### src/rtl/cordic_rot_pkg.sv
package cordic_rot_pkg;

  // Sign-extension guard bits carried on X and Y through the pipeline.
  localparam int GUARD_BITS = 2;

  typedef enum logic [1:0] {
    QUAD_0   = 2'b00,
    QUAD_90  = 2'b01,
    QUAD_180 = 2'b10,
    QUAD_270 = 2'b11
  } quad_e;

  // atan(2^-idx) expressed on a 16-bit full-turn scale, rounded, then
  // rescaled to an angle word of zw bits.
  function automatic int atan_scaled(input int idx, input int zw);
    int base;
    case (idx)
      0:  base = 8192;
      1:  base = 4836;
      2:  base = 2555;
      3:  base = 1297;
      4:  base = 651;
      5:  base = 326;
      6:  base = 163;
      7:  base = 81;
      8:  base = 41;
      9:  base = 20;
      10: base = 10;
      11: base = 5;
      12: base = 3;
      13: base = 1;
      14: base = 1;
      default: base = 0;
    endcase
    if (zw >= 16) return base <<< (zw - 16);
    return (base + (1 <<< (15 - zw))) >>> (16 - zw);
  endfunction

endpackage

### src/rtl/cordic_quadrant.sv
module cordic_quadrant
  import cordic_rot_pkg::*;
#(
  parameter int XY_W = 16,
  parameter int Z_W  = 16
) (
  input  logic                          clk,
  input  logic                          rst_n,
  input  logic                          en,
  input  logic [XY_W-1:0]               x_in,
  input  logic [XY_W-1:0]               y_in,
  input  logic [Z_W-1:0]                z_in,
  output logic signed [XY_W+GUARD_BITS-1:0] x_q,
  output logic signed [XY_W+GUARD_BITS-1:0] y_q,
  output logic signed [Z_W-2:0]         z_q
);

  localparam int W   = XY_W + GUARD_BITS;
  localparam int ZRW = Z_W - 1;
  localparam int NW  = 2 * W + 2;

  logic signed [W-1:0]   x_ext, y_ext, x_nx, y_nx;
  logic signed [ZRW-1:0] z_nx;
  quad_e                 quad;

  // Next-state: widen, pick quadrant, keep the low angle bits as residual.
  always_comb begin
    x_ext = {{GUARD_BITS{x_in[XY_W-1]}}, x_in};
    y_ext = {{GUARD_BITS{y_in[XY_W-1]}}, y_in};
    quad  = quad_e'(z_in[Z_W-1 -: 2]);
    z_nx  = {1'b0, z_in[Z_W-3:0]};
    case (quad)
      QUAD_0:   begin x_nx = x_ext;  y_nx = y_ext;  end
      QUAD_90:  begin x_nx = -y_ext; y_nx = x_ext;  end
      QUAD_180: begin x_nx = -x_ext; y_nx = -y_ext; end
      default:  begin x_nx = y_ext;  y_nx = -x_ext; end
    endcase
  end

  always_ff @(posedge clk or negedge rst_n) begin
    if (!rst_n) begin
      x_q <= '0;
      y_q <= '0;
      z_q <= '0;
    end else if (en) begin
      x_q <= x_nx;
      y_q <= y_nx;
      z_q <= z_nx;
    end
  end

  // Squared length before and after the coarse rotation.
  logic signed [NW-1:0] norm_in, norm_q;
  always_comb begin
    norm_in = NW'(x_ext) * NW'(x_ext) + NW'(y_ext) * NW'(y_ext);
    norm_q  = NW'(x_q) * NW'(x_q) + NW'(y_q) * NW'(y_q);
  end


  prerot_norm_chk: assert property (@(posedge clk) disable iff (!rst_n)
    en |=> norm_q == $past(norm_in));

endmodule

### src/rtl/cordic_microrot.sv
module cordic_microrot #(
  parameter int W     = 18,
  parameter int ZW    = 15,
  parameter int SHIFT = 0,
  parameter int ATAN  = 8192
) (
  input  logic                 clk,
  input  logic                 rst_n,
  input  logic                 en,
  input  logic signed [W-1:0]  x_in,
  input  logic signed [W-1:0]  y_in,
  input  logic signed [ZW-1:0] z_in,
  output logic signed [W-1:0]  x_q,
  output logic signed [W-1:0]  y_q,
  output logic signed [ZW-1:0] z_q
);

  localparam logic signed [ZW-1:0] ATAN_C = ZW'(ATAN);

  logic signed [W-1:0]  x_sh, y_sh, x_nx, y_nx;
  logic signed [ZW-1:0] z_nx;

  // Next-state: the sign of the residual picks the turning direction.
  always_comb begin
    x_sh = x_in >>> SHIFT;
    y_sh = y_in >>> SHIFT;
    if (!z_in[ZW-1]) begin
      x_nx = x_in - y_sh;
      y_nx = y_in + x_sh;
      z_nx = z_in - ATAN_C;
    end else begin
      x_nx = x_in + y_sh;
      y_nx = y_in - x_sh;
      z_nx = z_in + ATAN_C;
    end
  end

  always_ff @(posedge clk or negedge rst_n) begin
    if (!rst_n) begin
      x_q <= '0;
      y_q <= '0;
      z_q <= '0;
    end else if (en) begin
      x_q <= x_nx;
      y_q <= y_nx;
      z_q <= z_nx;
    end
  end

  logic [ZW-1:0] zin_mag, zq_mag, zlim;
  always_comb begin
    zin_mag = z_in[ZW-1] ? -z_in : z_in;
    zq_mag  = z_q[ZW-1]  ? -z_q  : z_q;
    zlim    = (zin_mag > ATAN_C) ? zin_mag : ATAN_C;
  end


  angle_shrink_chk: assert property (@(posedge clk) disable iff (!rst_n)
    en |=> zq_mag <= $past(zlim));


  stage_hold_chk: assert property (@(posedge clk) disable iff (!rst_n)
    !en |=> $stable(x_q) && $stable(y_q) && $stable(z_q));

endmodule

### src/rtl/cordic_rotator.sv
module cordic_rotator
  import cordic_rot_pkg::*;
#(
  parameter int XY_W   = 16,
  parameter int Z_W    = 16,
  parameter int STAGES = 12
) (
  input  logic                           clk,
  input  logic                           rst_n,
  input  logic                           en,
  input  logic [XY_W-1:0]                x_in,
  input  logic [XY_W-1:0]                y_in,
  input  logic [Z_W-1:0]                 z_in,
  output logic [XY_W+GUARD_BITS-1:0]     x_out,
  output logic [XY_W+GUARD_BITS-1:0]     y_out,
  output logic [Z_W-2:0]                 z_out
);

  localparam int W         = XY_W + GUARD_BITS;
  localparam int ZRW       = Z_W - 1;
  localparam int RES_BOUND = 2 * atan_scaled(STAGES - 1, Z_W) + STAGES;

  logic signed [W-1:0]   xs [0:STAGES];
  logic signed [W-1:0]   ys [0:STAGES];
  logic signed [ZRW-1:0] zs [0:STAGES];

  cordic_quadrant #(.XY_W(XY_W), .Z_W(Z_W)) u_quad (
    .clk(clk), .rst_n(rst_n), .en(en),
    .x_in(x_in), .y_in(y_in), .z_in(z_in),
    .x_q(xs[0]), .y_q(ys[0]), .z_q(zs[0])
  );

  for (genvar g = 0; g < STAGES; g++) begin : g_stage
    cordic_microrot #(
      .W(W), .ZW(ZRW), .SHIFT(g), .ATAN(atan_scaled(g, Z_W))
    ) u_rot (
      .clk(clk), .rst_n(rst_n), .en(en),
      .x_in(xs[g]), .y_in(ys[g]), .z_in(zs[g]),
      .x_q(xs[g+1]), .y_q(ys[g+1]), .z_q(zs[g+1])
    );
  end

  assign x_out = xs[STAGES];
  assign y_out = ys[STAGES];
  assign z_out = zs[STAGES];

  int z_res;
  assign z_res = int'($signed(z_out));


  residual_bound_chk: assert property (@(posedge clk) disable iff (!rst_n)
    (z_res <= RES_BOUND) && (z_res >= -RES_BOUND));

endmodule

### config.mk
export PLATFORM = sky130hd
export DESIGN_NAME = cordic_rotator
export DESIGN_NICKNAME = d
export VERILOG_FILES = /design/src/rtl/cordic_rot_pkg.sv /design/src/rtl/cordic_quadrant.sv /design/src/rtl/cordic_microrot.sv /design/src/rtl/cordic_rotator.sv
export SDC_FILE = /design/constraint.sdc
export NUM_CORES = 2
export LEC_CHECK = 0
export ABC_AREA = 1
export BUFFER_PORTS_ARGS = -buffer_cell sky130_fd_sc_hd__buf_2
export CAP_MARGIN = 5
export CORE_MARGIN = 4
export CORE_UTILIZATION = 40
export DETAILED_ROUTE_END_ITERATION = 8
export PLACE_DENSITY = 0.58
export SLEW_MARGIN = 10
export SYNTH_ARGS = -nofsm -noshare
export SYNTH_HDL_FRONTEND = slang
export SYNTH_SLANG_ARGS = --single-unit
### constraint.sdc
create_clock -name clk -period 8.1 [get_ports clk]
set_input_delay 0.81 -clock clk [delete_from_list [all_inputs] [get_ports clk]]
set_output_delay 0.81 -clock clk [all_outputs]
set_load 0.05 [all_outputs]
Yosys cells after proc, flatten, opt, wreduce, memory -nomap -nowiden
Index checks and enable logic that the tools add are counted.
- reductions and logical operators: 1
- $add $sub $neg: 71
- muxes and demuxes: 35
- equality and inequality tests: 2
- operator list (operator ; number):
    two-way mux 18 bit ; 22
    two-way mux 15 bit ; 11
    case mux 18 bit (3 select lines) ; 2
    adder 18 x 10 -> 18 bit ; 2
    adder 18 x 11 -> 18 bit ; 2
    adder 18 x 12 -> 18 bit ; 2
    adder 18 x 13 -> 18 bit ; 2
    adder 18 x 14 -> 18 bit ; 2
    adder 18 x 15 -> 18 bit ; 2
    adder 18 x 16 -> 18 bit ; 2
    adder 18 x 17 -> 18 bit ; 2
    adder 18 x 7 -> 18 bit ; 2
    adder 18 x 8 -> 18 bit ; 2
    adder 18 x 9 -> 18 bit ; 2
    negator 16 -> 18 bit ; 2
    subtractor 18 x 10 -> 18 bit ; 2
    subtractor 18 x 11 -> 18 bit ; 2
    subtractor 18 x 12 -> 18 bit ; 2
    subtractor 18 x 13 -> 18 bit ; 2
    subtractor 18 x 14 -> 18 bit ; 2
    subtractor 18 x 15 -> 18 bit ; 2
    subtractor 18 x 16 -> 18 bit ; 2
    subtractor 18 x 17 -> 18 bit ; 2
    subtractor 18 x 7 -> 18 bit ; 2
    30 further kinds ; 32
- register bits after elaboration: 662
- logic and storage cells: 148
- input port bits: 51
- output and inout bits: 51

Depth between registers and ports, before layout
- depth after elaboration: 2
- mapped depth: 20
- mapped depth without buffers: 20

Modules after synthesis
From an unflattened synthesis, not the netlist that was laid out.
- cell total of the unflattened synthesis: 9839
- area, all modules: 64800.9 um^2
- by module, submodules not included (module ; area each (um^2) ; cells each ; sequential area each (um^2) ; times used):
    cordic_microrot (g_stage[3].u_rot) ; 5326.4 ; 813 ; 1276.2 ; 1
    cordic_microrot (g_stage[2].u_rot) ; 5310.1 ; 802 ; 1276.2 ; 1
    cordic_microrot (g_stage[4].u_rot) ; 5240.0 ; 787 ; 1276.2 ; 1
    cordic_microrot (g_stage[1].u_rot) ; 5180.0 ; 786 ; 1276.2 ; 1
    cordic_microrot (g_stage[0].u_rot) ; 5148.7 ; 795 ; 1226.2 ; 1
    cordic_microrot (g_stage[6].u_rot) ; 5081.1 ; 770 ; 1276.2 ; 1
    cordic_microrot (g_stage[5].u_rot) ; 5056.1 ; 771 ; 1276.2 ; 1
    cordic_microrot (g_stage[7].u_rot) ; 5024.8 ; 760 ; 1276.2 ; 1
    cordic_microrot (g_stage[8].u_rot) ; 4989.8 ; 735 ; 1276.2 ; 1
    cordic_microrot (g_stage[10].u_rot) ; 4953.5 ; 768 ; 1276.2 ; 1
    cordic_microrot (g_stage[11].u_rot) ; 4952.2 ; 761 ; 1276.2 ; 1
    cordic_microrot (g_stage[9].u_rot) ; 4893.4 ; 736 ; 1276.2 ; 1
    cordic_quadrant ; 3644.7 ; 555 ; 1251.2 ; 1

Worst setup path before layout
OpenSTA, ideal clock, no wires.
- kind: register -> register
- start: register g_stage[8].u_rot.y_q[9]
- end: register g_stage[9].u_rot.x_q[11]
- setup slack: 5.413 ns
- clock period less this slack: 2.687 ns
- path buffers: 0
- library setup time: 0.131 ns
- data arrival time: 2.556 ns
- cell stages (with the launch flop): 17
- path through: dfrtp_1 -> inv_1 -> ha_1 -> nand3_1 -> nor3_1 -> nand3_1 -> ha_1 -> nand2_1 -> o21ai_0 -> inv_1 -> ha_1 -> a21o_1 -> a21boi_1 -> nand3_1 -> or2_1 -> nand3_1 -> o21ai_0
- word-level cells in the longest chain between the ends: 2
- elaborated cells between the ends (all ways): 3
- those cells by class: add/sub (2); mux (1)
- ends and longest elaborated chain (item ; line ; text):
    from (decl) ; cordic_microrot.sv:14 ; output logic signed [W-1:0] y_q,
    from (signal assigned) ; cordic_microrot.sv:45 ; y_q <= y_nx;
    subtractor 18 x 9 -> 18 bit or adder 18 x 9 -> 18 bit (tied branches) ; cordic_microrot.sv:28, cordic_microrot.sv:32 ;
    two-way mux 18 bit (*) ; cordic_microrot.sv:27 ; if (!z_in[ZW-1]) begin
    to (signal assigned) ; cordic_microrot.sv:44 ; x_q <= x_nx;
    to (decl) ; cordic_microrot.sv:13 ; output logic signed [W-1:0] x_q,
Mark *: on every way between the ends. The rest lies on a longest branch, timed or not.
A chain may end at the register's enable or synchronous reset.

Worst setup path after layout
- start: register g_stage[4].u_rot.z_q[14]
- end: register g_stage[5].u_rot.x_q[17]
- word-level cells in the longest chain between the ends: 1
- ends and longest elaborated chain (item ; line ; text):
    from (decl) ; cordic_microrot.sv:15 ; output logic signed [ZW-1:0] z_q
    from (signal assigned) ; cordic_microrot.sv:46 ; z_q <= z_nx;
    two-way mux 18 bit ; cordic_microrot.sv:27 ;
    to (signal assigned) ; cordic_microrot.sv:44 ;
    to (decl) ; cordic_microrot.sv:13 ;
No other way between the ends.

==> results.sh <==
export IMPL_grt_usage=0.2240
export IMPL_required_ps=8650
export IMPL_synth_area_sq_um=61850
export IMPL_status="completed"
export IMPL_grt_pass1_vias=55940
export IMPL_finalNetCount=9889
export IMPL_cts_hold_buf=0
export IMPL_drc=0
export IMPL_vias=59640
export IMPL_rsz0062_at_grt="false"
export IMPL_yosys_area_share_simple=0.3299
export IMPL_start_kind="flop"
export IMPL_portBuffers=101
export IMPL_ant_nets=0
export IMPL_synth_area_leaders="dfrtp_1 27%, nand2_1 16%, ha_1 12%, nand3_1 6.3%, inv_1 5.8%"
export IMPL_report_final_slew_viol_count=0
export IMPL_ys_warn_count=0
export IMPL_worstReg2RegStart="g_stage[4].u_rot.z_q[14]"
export IMPL_clock_path_buffers=3
export IMPL_synth_area_mux_share=0
export IMPL_setup_viol=0
export IMPL_grt_overflow=0
export IMPL_die_w_um=401.2
export IMPL_yosys_area_top_type="dfrtp_1"
export IMPL_cts_buffers=86
export IMPL_wl_per_cell_um=16.38
export IMPL_synth_xor_area_share=0.05575
export IMPL_cts_resized=0
export IMPL_synth_seq_cells=660
export IMPL_die_h_um=401.2
export IMPL_synth_compound_area_share=0.1430
export IMPL_timing_fmax_mhz=269.0
export IMPL_drt_iter0_drc=4461
export IMPL_seq_area_frac_synth=0.2670
export IMPL_relSlewSlack=0.2478
export IMPL_cts_tree="done"
export IMPL_tns_ps=0
export IMPL_final_layout_size_suffix_gt1_frac=0.05123
export IMPL_layout_setup_ws_ps=4383
export IMPL_crit_start="g_stage[4].u_rot.z_q[14]"
export IMPL_avgSynthCellArea_sq_um=6.713
export IMPL_layout_commonest_cell="nand2_1"
export IMPL_synth_top_family_by_area="simple AND/OR/NAND/NOR gates"
export IMPL_wl_mm=185.7
export IMPL_synthArstFlopShare=1.000
export IMPL_pre_cts_ws_ps=4433
export IMPL_core_area_sq_um=153900
export IMPL_place_hpwl_mm=144.7
export IMPL_hold_viol_final=0
export IMPL_finClkSkew_ps=43.48
export IMPL_cts_sinks=660
export IMPL_grt_pass1_wl_mm=301.7
export IMPL_ios=102
export IMPL_netlist_area_leader_share=0.2670
export IMPL_fin_crit_sh=0.4589
export IMPL_syn_num_nets=9880
export IMPL_start_util=0.4020
export IMPL_firstDrtPassIters=6
export IMPL_num_rows=144
export IMPL_critical_path_class="reg2reg"
export IMPL_antenna_found_initial=4
export IMPL_cts_clk_slew_worst_paths_ps=60
export IMPL_clock_latency_ps=690
export IMPL_synth_flop_cell="dfrtp_1"
export IMPL_synth_fa_ha_area_frac=0.1287
export IMPL_cts_root_buffer="clkbuf_16"
export IMPL_period_needed_ps=3717
export IMPL_cp_end_kind="flop"
export IMPL_post_cts_buffers=0
export IMPL_synth_cell_type_count=67
export IMPL_vias_per_cell=5.261
export IMPL_layout_common_cells="2696 x nand2_1, 955 x inv_1, 859 x nor2_1, 781 x nand3_1, 660 x dfrtp_1"
export IMPL_crit_path_max_fanout=22
export IMPL_worst_pin_slew_ps=1128
export IMPL_cts_max_level=3
export IMPL_crit_arrival_ps=4270
export IMPL_syn_inst=9214
export IMPL_grt_start_max_net_pins=215
export IMPL_design_die_area_sq_um=161000
export IMPL_synth_edff_count=0
export IMPL_area_growth_pct=8.929
export IMPL_cap_viol_max_count=0
export IMPL_min_path_type="in2async"
export IMPL_gp_congestion=0.9287
==> final timing paths <==
path                            cells past startpoint                       end  slack [ps]
worst max register to register                     14  g_stage[5].u_rot.x_q[17]        4380
min in group clk                                    3             u_quad.z_q[5]         310
max in group asynchronous                           2  g_stage[11].u_rot.x_q[0]        6440
worst min-delay path                                1   g_stage[6].u_rot.y_q[4]         170
worst max-delay path                               14  g_stage[5].u_rot.x_q[17]        4380
worst min register to register                      2  g_stage[11].u_rot.x_q[1]         470
==> state kept, by name, summed over array words and instances (netlist names) <==
signal,count
g_stage.u_rot.z_q,179
g_stage.u_rot.x_q,216
g_stage.u_rot.y_q,215
u_quad.x_q,18
u_quad.y_q,18
u_quad.z_q,14
==> through the flow <==
step	std cells	hold WS, ps	instance area [sq um]	utilization
after floorplan	9214	436.7	61850	-
after detailed placement	11180	458.4	64250	0.4176
final	11340	173.7	67370	0.4379
after global placement	11180	451.2	64250	0.4176
after CTS	11340	159.6	67370	0.4379
after global routing	11340	189.5	67370	0.4379
==> area by class of cell <==
class	count	area, sq um
fillers	16280	86490
multi-input cells	7357	40660
flip-flops and latches	660	16520
inverters	996	3754
well taps	2044	2557
clock buffers	111	2407
repair buffers	122	770.7
clock inverters	46	710.7
diodes	1	2.502
==> per-layer routing <==
metal  vias to the layer above  GRT usage  routed length, um
met5                         -          0                  0
met4                         0    0.03663               2751
met3                       168    0.02771               9106
met2                      1315     0.3612              83070
met1                     27750     0.3259              90760
li1                      30410          -                  -
==> cell families (layout without fill, tap and decap cells) <==
| family | after synthesis | in the layout |
|---|---|---|
| other | 0 | 1 |
| adder cells (fa/ha/maj) | 615 | 615 |
| AO/OA/AOI/OAI | 1548 | 1548 |
| XOR/XNOR | 392 | 392 |
| buffers and inverters | 1197 | 1275 |
| AND/OR/NAND/NOR | 4802 | 4802 |
| flip-flops | 660 | 660 |
==> critical path, cell delays in order (launching register included) <==
cell and delay, ps:
dfrtp_1 980, inv_1 700, nand2_1 270, o21ai_0 130, xor2_1 200, ha_1 390
nand2_2 100, nor2_1 210, nand3_1 110, nand3_1 160, nand2_1 70, nand2_1 80
nand2_1 40, nand3_1 80, nand2_1 70
==> cells in the mapped netlist (67+ instances only) <==
master and number:
a21oi_1 472, nand4_1 88, buf_2 95, nand2_1 2696
nand3_1 781, nor2_1 859, xor2_1 239, xnor2_1 151
o21ai_1 140, nor3_1 67, o21ai_0 523, dfrtp_1 660
ha_1 580, a21o_1 94, nand3b_1 105, clkbuf_1 74
a31oi_1 72, inv_1 955
Power is left out: the tool's default activity adds up to more than one toggle a clock period on the data nets, which glitch-free logic cannot reach.
